--- config.mk ---
export PLATFORM = sky130hd
export DESIGN_NAME = gpio_regbank
export DESIGN_NICKNAME = d
export VERILOG_FILES = /design/src/rtl/gpio_regbank_pkg.sv /design/src/rtl/gpio_port_regs.sv /design/src/rtl/gpio_read_mux.sv /design/src/rtl/gpio_regbank.sv
export SDC_FILE = /design/constraint.sdc
export NUM_CORES = 1
export LEC_CHECK = 0
export ABC_AREA = 1
export BUFFER_PORTS_ARGS = -buffer_cell sky130_fd_sc_hd__buf_4
export CORE_UTILIZATION = 45
export DETAILED_ROUTE_END_ITERATION = 8
export PLACE_DENSITY_LB_ADDON = 0.3
export SLEW_MARGIN = 20
export SYNTH_ARGS = -nofsm -noshare
export SYNTH_HDL_FRONTEND = slang
export SYNTH_SLANG_ARGS = --single-unit
--- constraint.sdc ---
create_clock -name clk -period 1.45 [get_ports clk]
set_input_delay 0.0725 -clock clk [delete_from_list [all_inputs] [get_ports clk]]
set_output_delay 0.0725 -clock clk [all_outputs]
set_load 0.005 [all_outputs]
--- src/rtl/gpio_regbank_pkg.sv ---
package gpio_regbank_pkg;
  localparam int unsigned NUM_PORTS = 2;

  typedef enum logic [1:0] {
    FN_INPUT  = 2'd0,
    FN_OUTPUT = 2'd1,
    FN_POLAR  = 2'd2,
    FN_DIR    = 2'd3
  } reg_fn_e;
endpackage

--- src/rtl/gpio_port_regs.sv ---
module gpio_port_regs #(
  parameter int unsigned PORT_W     = 8,
  parameter bit          OPEN_DRAIN = 1'b0
) (
  input  logic              clk,
  input  logic              rst,
  input  logic              wr_out,
  input  logic              wr_pol,
  input  logic              wr_dir,
  input  logic [PORT_W-1:0] wr_data,
  input  logic [PORT_W-1:0] pin_in,
  output logic [PORT_W-1:0] out_q,
  output logic [PORT_W-1:0] pol_q,
  output logic [PORT_W-1:0] dir_q,
  output logic [PORT_W-1:0] in_view,
  output logic [PORT_W-1:0] pad_out,
  output logic [PORT_W-1:0] pad_oe
);
  localparam logic [PORT_W-1:0] ONES  = {PORT_W{1'b1}};
  localparam logic [PORT_W-1:0] ZEROS = {PORT_W{1'b0}};

  logic [PORT_W-1:0] in_q;

  always_ff @(posedge clk) begin
    if (rst) begin
      out_q <= ONES;
      pol_q <= ZEROS;
      dir_q <= ONES;
      in_q  <= ZEROS;
    end else begin
      in_q <= pin_in;
      if (wr_out) out_q <= wr_data;
      if (wr_pol) pol_q <= wr_data;
      if (wr_dir) dir_q <= wr_data;
    end
  end

  assign in_view = in_q ^ pol_q;

  generate
    if (OPEN_DRAIN) begin : g_od
      assign pad_out = ZEROS;
      assign pad_oe  = ~dir_q & ~out_q;
    end else begin : g_pp
      assign pad_out = out_q;
      assign pad_oe  = ~dir_q;
    end
  endgenerate

  assert_reset_defaults_R4: assert property (@(posedge clk) disable iff (rst)
    $past(rst) |-> (out_q == ONES && pol_q == ZEROS && dir_q == ONES));
  assert_input_tracks_pins_R8: assert property (@(posedge clk) disable iff (rst)
    !rst |=> in_q == $past(pin_in));
  assert_out_write_R9: assert property (@(posedge clk) disable iff (rst)
    wr_out |=> out_q == $past(wr_data));
  assert_pol_write_R9: assert property (@(posedge clk) disable iff (rst)
    wr_pol |=> pol_q == $past(wr_data));
  assert_dir_write_R9: assert property (@(posedge clk) disable iff (rst)
    wr_dir |=> dir_q == $past(wr_data));
endmodule

--- src/rtl/gpio_read_mux.sv ---
module gpio_read_mux
  import gpio_regbank_pkg::*;
#(
  parameter int unsigned PORT_W = 8
) (
  input  logic [NUM_PORTS-1:0][PORT_W-1:0] in_view,
  input  logic [NUM_PORTS-1:0][PORT_W-1:0] out_q,
  input  logic [NUM_PORTS-1:0][PORT_W-1:0] pol_q,
  input  logic [NUM_PORTS-1:0][PORT_W-1:0] dir_q,
  input  reg_fn_e                          fn,
  input  logic                             port,
  input  logic                             in_range,
  output logic [PORT_W-1:0]                data
);
  always_comb begin
    data = '0;
    if (in_range) begin
      unique case (fn)
        FN_INPUT:  data = in_view[port];
        FN_OUTPUT: data = out_q[port];
        FN_POLAR:  data = pol_q[port];
        FN_DIR:    data = dir_q[port];
        default:   data = '0;
      endcase
    end
  end
endmodule

--- src/rtl/gpio_regbank.sv ---
module gpio_regbank
  import gpio_regbank_pkg::*;
#(
  parameter int unsigned PORT_W     = 8,
  parameter int unsigned IDX_W      = 4,
  parameter bit          OPEN_DRAIN = 1'b0
) (
  input  logic                          clk,
  input  logic                          rst,
  input  logic [IDX_W-1:0]              reg_idx,
  input  logic                          wr_en,
  input  logic [PORT_W-1:0]             wr_data,
  input  logic                          rd_en,
  output logic [PORT_W-1:0]             rd_data,
  output logic                          rd_valid,
  input  logic [NUM_PORTS*PORT_W-1:0]   pin_in,
  output logic [NUM_PORTS*PORT_W-1:0]   pin_out,
  output logic [NUM_PORTS*PORT_W-1:0]   pin_oe
);
  localparam int unsigned PINS = NUM_PORTS * PORT_W;

  reg_fn_e fn;
  logic    port;
  logic    in_range;
  logic    wr_hit;

  assign fn       = reg_fn_e'(reg_idx[2:1]);
  assign port     = reg_idx[0];
  assign in_range = (reg_idx[IDX_W-1:3] == '0);
  assign wr_hit   = wr_en && in_range;

  logic [NUM_PORTS-1:0][PORT_W-1:0] in_view, out_q, pol_q, dir_q;
  logic [PINS-1:0]                  dir_flat;

  generate
    for (genvar p = 0; p < NUM_PORTS; p++) begin : g_port
      logic sel;
      assign sel = (port == p[0]);
      gpio_port_regs #(.PORT_W(PORT_W), .OPEN_DRAIN(OPEN_DRAIN)) port_i (
        .clk     (clk),
        .rst     (rst),
        .wr_out  (wr_hit && sel && fn == FN_OUTPUT),
        .wr_pol  (wr_hit && sel && fn == FN_POLAR),
        .wr_dir  (wr_hit && sel && fn == FN_DIR),
        .wr_data (wr_data),
        .pin_in  (pin_in[p*PORT_W +: PORT_W]),
        .out_q   (out_q[p]),
        .pol_q   (pol_q[p]),
        .dir_q   (dir_q[p]),
        .in_view (in_view[p]),
        .pad_out (pin_out[p*PORT_W +: PORT_W]),
        .pad_oe  (pin_oe[p*PORT_W +: PORT_W])
      );
      assign dir_flat[p*PORT_W +: PORT_W] = dir_q[p];
    end
  endgenerate

  logic [PORT_W-1:0] rd_next;

  gpio_read_mux #(.PORT_W(PORT_W)) mux_i (
    .in_view  (in_view),
    .out_q    (out_q),
    .pol_q    (pol_q),
    .dir_q    (dir_q),
    .fn       (fn),
    .port     (port),
    .in_range (in_range),
    .data     (rd_next)
  );

  always_ff @(posedge clk) begin
    if (rst) begin
      rd_data  <= '0;
      rd_valid <= 1'b0;
    end else begin
      rd_valid <= rd_en;
      if (rd_en) rd_data <= rd_next;
    end
  end

  assert_read_valid_R2: assert property (@(posedge clk) disable iff (rst)
    rd_en |=> rd_valid);
  assert_idle_no_valid_R2: assert property (@(posedge clk) disable iff (rst)
    !rd_en |=> !rd_valid);
  assert_oob_reads_zero_R10: assert property (@(posedge clk) disable iff (rst)
    (rd_en && reg_idx[IDX_W-1:3] != '0) |=> rd_data == '0);
  assert_input_hiz_R5: assert property (@(posedge clk) disable iff (rst)
    (pin_oe & dir_flat) == '0);
endmodule

=== Word level (Yosys, flattened, before mapping) ===
Cells that the tools add are included.

* Register bits: 73
* Output and inout port bits: 41

* $lt $le $gt $ge: 1
* Equality and inequality tests: 3
* Muxes and demuxes: 10
* Bitwise gates (word level): 6
* Reductions and logical operators: 10

{| class="wikitable"
|+ Operators by type and width
! kind !! number
|-
| two-way mux 8 bit || 9
|-
| one-hot mux 8 bit (4 select lines) || 1
|-
| inverter 8 bit || 2
|-
| XOR 8 bit || 2
|-
| logical AND 1 bit || 9
|-
| equality test 2 bit, second input constant || 2
|-
| equality test 2 x 1 -> 1 bit, second input constant || 1
|-
| zero test 2 bit || 1
|-
| < comparator 1 x 2 -> 1 bit, second input constant || 1
|-
| inverter 1 bit || 2
|}

=== Logic depth before layout (Yosys ltp) ===
* Depth in word-level cells: 5
* Gate-level depth with buffers: 10
* Gate-level depth less buffers: 9

=== Cells and area by module ===
A second synthesis with hierarchy kept.

* Cell total of the unflattened synthesis: 600
* Area total of the unflattened synthesis: 3928.8 µm²

{| class="wikitable"
|+ Modules (own cells, without submodules)
! module !! times used !! cells each !! area each (µm²) !! sequential area each (µm²)
|-
| gpio_port_regs || 2 || 170 || 1341.3 || 640.6
|-
| gpio_read_mux || 1 || 191 || 818.3 || 0.0
|-
| gpio_regbank || 1 || 69 || 427.9 || 180.2
|}

=== Worst setup path after synthesis ===
OpenSTA, ideal clock, no wires.

* Path kind: input-to-reg
* Start point: in reg_idx[0]
* End point: reg rd_data[1]
* Setup time: 0.128 ns
* Data arrival time: 0.902 ns
* Required time: 1.322 ns
* Path slack: 0.421 ns
* Cell stages on the path: 10
* Buffers on the path: 2
* Cells stage by stage: buf_4 inv_2 buf_2 nand2_1 nand3_1 nand2_1 nor2_1 nor2_1 nor2_1 nor2_1

* Word-level cells in the longest chain between the ends: 4
* Elaborated cells between the ends (all ways): 10

{| class="wikitable"
|+ Ends and longest elaborated chain
! element !! line !! RTL
|-
| from (decl) || gpio_regbank.sv:10 || <nowiki>input logic [IDX_W-1:0] reg_idx,</nowiki>
|-
| two-way mux 8 bit (on tied branches) (2 in a row) || n/a ||
|-
| one-hot mux 8 bit (4 select lines) (*) || gpio_read_mux.sv:18 || <nowiki>unique case (fn)</nowiki>
|-
| two-way mux 8 bit (*) || gpio_read_mux.sv:17 || <nowiki>if (in_range) begin</nowiki>
|-
| to (signal assigned) || gpio_regbank.sv:77 || <nowiki>if (rd_en) rd_data <= rd_next;</nowiki>
|-
| to (decl) || gpio_regbank.sv:14 || <nowiki>output logic [PORT_W-1:0] rd_data,</nowiki>
|}

Mark *: on every way between the ends. The rest lies on a longest branch, timed or not. The select of a mux whose other input is x is not followed.
A chain may end at the register's enable or synchronous reset.

=== Final worst setup path ===
* Start point: reg g_port[0].port_i.out_q[3]
* End point: reg rd_data[3]

* Word-level cells in the longest chain between the ends: 4

{| class="wikitable"
|+ Ends and longest elaborated chain
! element !! line !! RTL
|-
| from (decl) || gpio_port_regs.sv:12 || <nowiki>output logic [PORT_W-1:0] out_q,</nowiki>
|-
| from (signal assigned) || gpio_port_regs.sv:32 || <nowiki>if (wr_out) out_q <= wr_data;</nowiki>
|-
| two-way mux 8 bit (implied by the code) (2 in a row) || gpio_read_mux.sv:20 || <nowiki>FN_OUTPUT: data = out_q[port];</nowiki>
|-
| one-hot mux 8 bit (4 select lines) || gpio_read_mux.sv:18 ||
|-
| two-way mux 8 bit || gpio_read_mux.sv:17 ||
|}

No other way between the ends. The select of a mux whose other input is x is not followed.

==> run summary <==
Total grt overflow: 0
Async set or reset register ratio after synthesis: 0
Synth-to-layout area growth: 26.4%
Slew @ Worst Pin: 0.493 ns
Syn Area/Cell: 6.78 um^2
Leak: 2.24 nW
Post-synthesis sequential area ratio: 0.423
Hold WC Path Type: in2reg
Final net count: 624
Tmin final: 1.06 ns
Gate Count Post-Synth: 509
Switching Share: 0.271
DRT antenna net count: 0
Wirelength per Cell: 13.2 um
Die Height: 89.6 um
Most frequent cell after synthesis: nand2_1
Gpl congestion: 0.933
Clk_lat worst skew: 0.35 ns
RSZ-0062 raised after global routing: no
DRT Wirelength: 9.19 mm
Count of final setup violators: 0
P_int: 2.92 mW
# diodes: 0
Most frequent cells after synthesis: nand2_1 (125), inv_1 (85), dfxtp_1 (73)
CP max FO: 2
Seq cells post-synth: 73
H-tree Lvls: 3
Max-Cap Viols: 0
Synth Flop Type: dfxtp_1
TritonCTS clock tree: done
Synthesized area: 3450 um^2
Slew Limit Fails: 0
Buffers on Ports: 72
Die Footprint: 8030 um^2
Die width: 89.6 um
Reg clk slew, reported paths: 0.08 ns
Rows: 31
Setup TNS: 0 ns
DR iter-0 viols: 168
Top post-synthesis cells by area: dfxtp_1 (42%), nand2_1 (14%), inv_1 (9.2%)
Number of buffers created by CTS: 9
Global-route wire length before repair: 14.6 mm
# clock sinks: 73
Post-CTS Setup Bufs: 0
Via count: 3367
Peak supply drop: 427 uV
Clock Path Buffers: 2
Top cell type by total area after synthesis: dfxtp_1
CTS Root Cell: clkbuf_8
Tcrit/Tclk final: 0.730
Vias in the first global route: 3051
Hpwl dp: 6.71 mm
Crit. End Element: flip-flop
Flop pwr share: 0.525
Initial Util: 0.471
Hold path depth: 3
Share of the synthesized area in the top cell type: 0.423
Post-layout util: 0.595
DR pass1 iterations: 4
Layout cells sized above 1: 0.186
PwrDens: 919 nW/um^2
GRT Total Usage: 0.248
Initial antenna violation count: 0
F_max: 945 MHz
# IOs: 73
Critical Path RT: 1.68 ns
Via density: 4.84
Status: complete, no violations
Post-synth cell types: 22
Final hold violations: 0
Hold-fix buffers, CTS: 16
Post-route DRC: 0
Post-CTS Resized: 0
Core area: 7330 um^2
Final Skew: 0.00604 ns
Clk pwr share: 0.337
Largest net degree at the start of global routing: 33
Max transition margin: 0.670
Syn nets: 541
Combinational fraction of design power: 0.138
Critical path class: reg2reg
WP data arrival: 1.29 ns
Fill cells: 697
Sw Pwr: 1.09 mW
EDFF count, synth: 0
FF-to-FF path depth: 8
Ys Warns: 0
Setup crit start kind: flip-flop
-- sequential cells by signal, summed over array words and instances, names as in the netlist --
signal and flops:
g_port.port_i.dir_q 16, g_port.port_i.in_q 16, g_port.port_i.out_q 16, g_port.port_i.pol_q 16
rd_data 8, rd_valid 1
-- cell families (layout without fill, tap and decap cells) --
family | after synthesis | after routing | synth area share
flip-flops | 73 | 73 | 0.423
buffers and inverters | 114 | 202 | 0.138
AND/OR/NAND/NOR | 240 | 240 | 0.306
AO/OA/AOI/OAI | 82 | 82 | 0.133
-- power by group through the flow --
| stage | sequential (mW) | combinational (mW) | clock [mW] |
|---|---|---|---|
| floorplan | 2.14 | 0.294 | 0 |
| global placement | 2.15 | 0.506 | 0 |
| detailed placement | 2.15 | 0.516 | 0 |
| CTS | 2.10 | 0.551 | 1.36 |
| global route | 2.11 | 0.620 | 1.44 |
| finish | 2.10 | 0.555 | 1.35 |
-- cell usage in the layout (no fill, tap or decap) --
cell and n:
nand3_4 1, nand2_1 125, o21ai_0 27, nor2_4 6, inv_4 2, dfxtp_1 73, clkbuf_8 9, o21ai_1 4
a21oi_2 1, nor2_1 61, clkinv_2 2, dlygate4sd3_1 16, clkinvlp_4 1, a21oi_1 33, inv_1 85, o21ai_2 1
nand3_1 42, or2_2 2, buf_4 77, nand3_2 1, o211ai_1 16, buf_12 1, nor2_8 2, inv_2 5
clkbuf_1 4
-- layer usage --
metal	up-vias	part of all wire	track usage
met1	1493	0.46	0.310
met5	-	0	0
met4	0	0.024	0.113
li1	1738	-	-
met2	119	0.47	0.416
met3	17	0.050	0.0439
-- critical path: stages, from the launching register on --
cell and delay, ns:
dfxtp_1 0.32, inv_1 0.08, nand2_1 0.05, nand3_1 0.13, nand2_1 0.08, nor2_1 0.10
nor2_1 0.05, nor2_1 0.08, nor2_1 0.05
-- area by class of cell --
class,instances,area [um^2],share of cell area
timing repair buffer,94,758,0.174
clock inverter,3,17.5,0.00401
clock buffer,13,139,0.0318
sequential,73,1460,0.335
inverter,92,350,0.0803
multi-input combinational,322,1510,0.347
tap,99,124,0.0284
-- stage by stage --
| step | worst slack (ns) | instances | hold WS [ns] | power, mW | area, um^2 |
|---|---|---|---|---|---|
| after floorplan | 0.421 | 509 | 0.179 | 2.44 | 3450 |
| after global placement | 0.223 | 664 | 0.274 | 2.65 | 4050 |
| after detailed placement | 0.196 | 664 | 0.278 | 2.67 | 4050 |
| after CTS | 0.395 | 696 | 0.0110 | 4.02 | 4360 |
| after global routing | 0.266 | 696 | 0.0155 | 4.17 | 4360 |
| final | 0.391 | 696 | 0.0164 | 4.01 | 4360 |
-- worst paths after layout --
kind                             start                   endpoint  slack [ns]
max reg2reg  g_port[0].port_i.out_q[3]                 rd_data[3]        0.39
min                         wr_data[6]  g_port[0].port_i.dir_q[6]        0.02
min reg2reg                 rd_data[7]                 rd_data[7]        0.47
max          g_port[0].port_i.out_q[3]                 rd_data[3]        0.39
Power figures use the tool's default switching activity.
